<file path="src/rtl/sec_call_seq.sv">
module sec_call_seq #(
  parameter int EXC_W = 9,
  parameter int PSR_FP_BIT = 20,
  parameter logic [31:0] NS_RET_TOKEN = 32'hFEFF_FFFF
) (
  input  logic             clk,
  input  logic             rst_n,
  input  logic             start,
  input  logic [31:0]      tgt_addr,
  input  logic [31:0]      next_pc,
  input  logic [31:0]      sp_in,
  input  logic [EXC_W-1:0] exc_num,
  input  logic             sfp_active,
  input  logic             handler_mode,
  input  logic             cur_secure,
  output logic             mem_valid,
  output logic [31:0]      mem_addr,
  output logic [31:0]      mem_wdata,
  input  logic             mem_ready,
  input  logic             mem_fault,
  output logic             done,
  output logic             undef,
  output logic             aborted,
  output logic             misaligned,
  output logic [31:0]      pc_o,
  output logic [31:0]      lr_o,
  output logic [31:0]      sp_o,
  output logic [EXC_W-1:0] ipsr_o,
  output logic             secure_o
);

  typedef enum logic [1:0] {S_IDLE, S_RET, S_PSR} st_t;
  st_t st;

  logic [31:0]      base_q, ret_q, psr_q;
  logic [31:1]      tgt_q;
  logic [EXC_W-1:0] exc_q;
  logic             hnd_q, mis_q;

  logic [31:0] base_n, psr_n;
  assign base_n = sp_in - 32'd8;
  assign psr_n  = 32'(exc_num) | (32'(sfp_active) << PSR_FP_BIT);

  wire xfer = mem_valid && mem_ready;

  assign mem_valid = (st != S_IDLE);
  assign mem_addr  = (st == S_PSR) ? base_q + 32'd4 : base_q;
  assign mem_wdata = (st == S_PSR) ? psr_q : ret_q;

  always_ff @(posedge clk) begin
    if (!rst_n) begin
      st         <= S_IDLE;
      done       <= 1'b0;
      undef      <= 1'b0;
      aborted    <= 1'b0;
      misaligned <= 1'b0;
      pc_o       <= '0;
      lr_o       <= '0;
      sp_o       <= '0;
      ipsr_o     <= '0;
      secure_o   <= 1'b1;
      base_q     <= '0;
      ret_q      <= '0;
      psr_q      <= '0;
      tgt_q      <= '0;
      exc_q      <= '0;
      hnd_q      <= 1'b0;
      mis_q      <= 1'b0;
    end else begin
      done       <= 1'b0;
      undef      <= 1'b0;
      aborted    <= 1'b0;
      misaligned <= 1'b0;
      case (st)
        S_IDLE: if (start) begin
          if (!cur_secure) begin
            undef <= 1'b1;
          end else if (tgt_addr[0]) begin
            done     <= 1'b1;
            lr_o     <= next_pc | 32'd1;
            pc_o     <= {tgt_addr[31:1], 1'b0};
            sp_o     <= sp_in;
            ipsr_o   <= exc_num;
            secure_o <= 1'b1;
          end else begin
            base_q <= base_n;
            ret_q  <= next_pc | 32'd1;
            psr_q  <= psr_n;
            tgt_q  <= tgt_addr[31:1];
            exc_q  <= exc_num;
            hnd_q  <= handler_mode;
            mis_q  <= (base_n[2:0] != 3'd0);
            st     <= S_RET;
          end
        end
        S_RET: if (xfer) begin
          if (mem_fault) begin
            aborted    <= 1'b1;
            misaligned <= mis_q;
            st         <= S_IDLE;
          end else begin
            st <= S_PSR;
          end
        end
        S_PSR: if (xfer) begin
          misaligned <= mis_q;
          st         <= S_IDLE;
          if (mem_fault) begin
            aborted <= 1'b1;
          end else begin
            done     <= 1'b1;
            sp_o     <= base_q;
            lr_o     <= NS_RET_TOKEN;
            pc_o     <= {tgt_q, 1'b0};
            ipsr_o   <= hnd_q ? EXC_W'(1) : exc_q;
            secure_o <= 1'b0;
          end
        end
        default: st <= S_IDLE;
      endcase
    end
  end

  a_r11_hold_request: assert property (@(posedge clk) disable iff (!rst_n)
    (mem_valid && !mem_ready) |=> (mem_valid && $stable(mem_addr) && $stable(mem_wdata)));

  a_r5_single_outcome: assert property (@(posedge clk) disable iff (!rst_n)
    $onehot0({done, undef, aborted}));

  a_r7_undef_keeps_state: assert property (@(posedge clk) disable iff (!rst_n)
    undef |-> ($stable(pc_o) && $stable(lr_o) && $stable(sp_o) && $stable(ipsr_o) && $stable(secure_o)));

  a_r9_abort_keeps_state: assert property (@(posedge clk) disable iff (!rst_n)
    aborted |-> ($stable(pc_o) && $stable(lr_o) && $stable(sp_o) && $stable(ipsr_o) && $stable(secure_o)));

  a_r8_flag_with_end: assert property (@(posedge clk) disable iff (!rst_n)
    misaligned |-> (done || aborted));

  a_r5_ns_token: assert property (@(posedge clk) disable iff (!rst_n)
    (done && !secure_o) |-> (lr_o == NS_RET_TOKEN && !mem_valid));

endmodule

</file>
<file path="config.mk">
export PLATFORM = sky130hd
export DESIGN_NAME = sec_call_seq
export DESIGN_NICKNAME = d
export VERILOG_FILES = /design/src/rtl/sec_call_seq.sv
export SDC_FILE = /design/constraint.sdc
export NUM_CORES = 1
export LEC_CHECK = 0
export ABC_AREA = 1
export BUFFER_PORTS_ARGS = -buffer_cell sky130_fd_sc_hd__buf_2
export CORE_MARGIN = 4
export CORE_UTILIZATION = 50
export DETAILED_ROUTE_END_ITERATION = 7
export PLACE_DENSITY_LB_ADDON = 0.12
export SYNTH_ARGS = -nofsm -noshare
export SYNTH_HDL_FRONTEND = slang
export SYNTH_SLANG_ARGS = --single-unit
</file>
<file path="constraint.sdc">
create_clock -name clk -period 2.2 [get_ports clk]
set_input_delay 0.33 -clock clk [delete_from_list [all_inputs] [get_ports clk]]
set_output_delay 0.33 -clock clk [all_outputs]
set_load 0.005 [all_outputs]
</file>
==> run_results.csv <==
group,metric,value,unit
status,violations,"negative setup slack",
pwr,p_per_area,1100,nW/um^2
worst_setup_path,r2r_slack,0.09,ns
clocking,clk_latency,0.51,ns
timing,finalHoldViolCount,0,
clocking,cts.sinks,218,
logic_synthesis,synth_cell_types,29,
worst_setup_path,crit_required,1.87,ns
pwr,finalPower,14.7,mW
timing,fin_skew,0.00968,ns
worst_setup_path,critPathLaunchType,"flop",
global_route,antenna_found_initial,1,
final_layout,seq_area,4430,um^2
logic_synthesis,synth_cells,1550,
final_layout,stdcell_area,13400,um^2
timing,fin_setup_tns,-2.16,ns
min_path,hold_depth,2,
drt,dr.pass1.iters,5,
timing,rsz0062_at_grt,"yes",
worst_setup_path,crit_type,"flop to output port",
worst_setup_path,arrival,2.05,ns
floorplanning,fp.coreArea,20200,um^2
logic_synthesis,synthArstFlopShare,0,
final_layout,final_common_cell,"nor2_1",
floorplanning,rows,52,
worst_setup_path,reg2reg_depth,14,
status,status,"finished, violations left",
floorplanning,initial_core_util,0.508,
logic_synthesis,syn_area_per_cell,6.61,um^2
global_route,first_global_vias,9671,
clocking,cts_tree,"built",
pwr,ir_drop,0.783,mV
floorplanning,io_pins,288,
clocking,h-tree-depth,1,
worst_setup_path,max_stage_delay,0.36,ns
job,maxCapViolCount,0,
logic_synthesis,synth_seq_area_share,0.426,
final_layout,final_cell_mix,"nor2_1 (305), buf_2 (284), o21ai_0 (248)",
clocking,ctsHoldBuffers,0,
clocking,cts_root_buf,"clkbuf_16",
timing,min_period,2.38,ns
final_layout,fin_util,0.664,
worst_setup_path,cp-end-kind,"output port",
logic_synthesis,synth_top_area_frac,0.426,
timing,tightest_slew,0.656,ns
min_path,hold_end,"base_q[3]",
final_layout,fillers,1869,
clocking,cts_inserted_buffers,24,
worst_setup_path,r2r-start,"st[0]",
clocking,clk_pin_slew,0.05,ns
drt,drt_iter0_markers,670,
final_layout,multi_input_area,5170,um^2
logic_synthesis,yosysTopAreaCell,"dfxtp_1",
logic_synthesis,netlist_area,10200,um^2
drt,detail_route.wirelength,33000,um
logic_synthesis,synth_edf_count,0,
final_layout,areaGrowthSynthToFinish,30.7,%
drt,wl_per_cell,15.7,um
timing,setup_ws,-0.176,ns
drt,via_per_inst,5.15,
final_layout,nets,1936,
min_path,worstHoldStart,"sp_in[3]",
placement,port_buffers,285,
logic_synthesis,synth_area_leaders,"dfxtp_1 (43%), o21ai_0 (13%), nor2_1 (12%)",
worst_setup_path,slowest_stage,"dfxtp_2",
timing,finalMaxSlewViolations,0,
floorplanning,die_x,151,um
final_layout,drive_above_1_share,0.256,
drt,route.vias.total,10845,
worst_setup_path,reg2reg_to,"lr_o[26]",
drt,drcViolationCount,0,
placement,gp_congestion,0.925,
floorplanning,dieArea,22800,um^2
logic_synthesis,ys_ff_latch,218,
clocking,clockBufferDepth,3,
timing,setup_viol,20,
global_route,grt_pass1_wl,49600,um
placement,post_dp_cell_area,11900,um^2
logic_synthesis,synth_warnings,0,
global_route,grt_max_degree,181,
timing,slew-limit-headroom,0.563,
placement,hpwl,21700,um
global_route,grt_use_total,0.267,
min_path,worstHoldPathType,"input port to flop",
timing,fmax,421,MHz
drt,final_antenna_net_count,0,
worst_setup_path,path_cells,"buf_6, nand2_4, nor2_2, nand2_2, nor2_4, nand2_2, nor2_4, xor2_1, buf_2",
logic_synthesis,syn-num-nets,1668,
logic_synthesis,yosys_most_used_dff,"dfxtp_1",
global_route,grt-ovfl-total,0,
floorplanning,die_y,151,um
worst_setup_path,critPathMaxFanout,5,
timing,fin_crit_sh,1.08,
pwr,total_leakage_power,6.50,nW
-- Yosys cell counts, types with 2 or more instances --
master / n
nor2_1: 326
nand2_1: 271
o21ai_0: 256
dfxtp_1: 218
inv_1: 153
a21oi_1: 105
clkbuf_1: 54
nand3_1: 44
buf_2: 33
xor2_1: 23
nand4_1: 13
o22ai_1: 9
buf_4: 7
nor3_1: 7
ha_1: 5
a31oi_1: 4
inv_2: 3
nor2_2: 3
xnor2_1: 3
a211oi_1: 2
buf_6: 2
o21ai_1: 2
-- cell type report --
class | instances | share of cell area
repair buffers | 340 | 0.157
diodes | 3 | 0.000561
clock inverters | 5 | 0.00514
multi-input cells | 1077 | 0.387
flip-flops and latches | 218 | 0.331
inverters | 157 | 0.0444
well taps | 270 | 0.0252
clock buffers | 36 | 0.0505
-- repair_timing --
action	4_1_cts	5_1_grt
cloned	1	4
hold endpoints to repair	0	0
setup endpoints to repair	52	180
pin swaps	18	28
resized for setup	64	94
setup buffers	8	15
-- per-stage QoR --
| stage | hold slack, ns | setup slack (ns) | std cells |
|---|---|---|---|
| after floorplan | 0.402 | 0.307 | 1550 |
| after global placement | 0.441 | 0.154 | 2035 |
| after detailed placement | 0.447 | 0.115 | 2035 |
| after CTS | 0.0113 | -0.225 | 2085 |
| after global routing | 0.0217 | -0.272 | 2104 |
| final | 0.0272 | -0.176 | 2106 |
-- logic make-up after synthesis --
logic type | Yosys count | share of synthesized area
compound gates | 379 | 0.188
xor+xnor | 26 | 0.0222
fa+ha+maj | 5 | 0.00611
buf+inv | 255 | 0.102
flops | 218 | 0.426
other cells | 1 | 0.000366
simple gates | 666 | 0.256
-- power breakdown --
part / total [mW] / leakage [nW] / internal (mW) / switching [mW]
clock network: 3.84 / 0.361 / 2.24 / 1.60
registers: 5.42 / 1.80 / 4.91 / 0.508
logic: 5.44 / 4.34 / 2.19 / 3.26
-- flip-flops by register name (all words and copies together), names as in the netlist --
| register | flops |
|---|---|
| ipsr_o | 9 |
| secure_o | 1 |
| ret_q | 32 |
| aborted | 1 |
| pc_o | 31 |
| hnd_q | 1 |
| tgt_q | 31 |
| sp_o | 32 |
| undef | 1 |
| lr_o | 32 |
| done | 1 |
| psr_q | 2 |
| base_q | 32 |
| exc_q | 8 |
| mis_q | 1 |
| st | 2 |
| misaligned | 1 |
-- how the worst max path moves through the flow --
stage	startpoint	endpoint	slack (ns)	depth (start not counted)
2_1_floorplan	st[0]	mem_addr[22]	0.31	10
4_1_cts	st[0]	mem_addr[26]	-0.23	11
3_3_place_gp	st[0]	mem_addr[26]	0.15	11
5_1_grt	st[0]	mem_addr[17]	-0.27	9
6_report	base_q[3]	mem_addr[17]	-0.18	9
3_5_place_dp	st[0]	mem_addr[26]	0.11	11
-- per-layer routing --
metal	part of all wire	global-route usage	vias to the layer above
met5	0	0	-
met4	0.019	0.0580	0
met3	0.088	0.0676	42
met2	0.47	0.441	379
met1	0.42	0.353	4965
li1	-	-	5459
-- worst max-delay path, delay by kind of cell, from the launching register on --
kind,cells,cell delay [ns]
AND/OR/NAND/NOR,6,0.70
flip-flops,1,0.36
buffers and inverters,2,0.28
XOR/XNOR,1,0.20
Power figures use the tool's default switching activity.
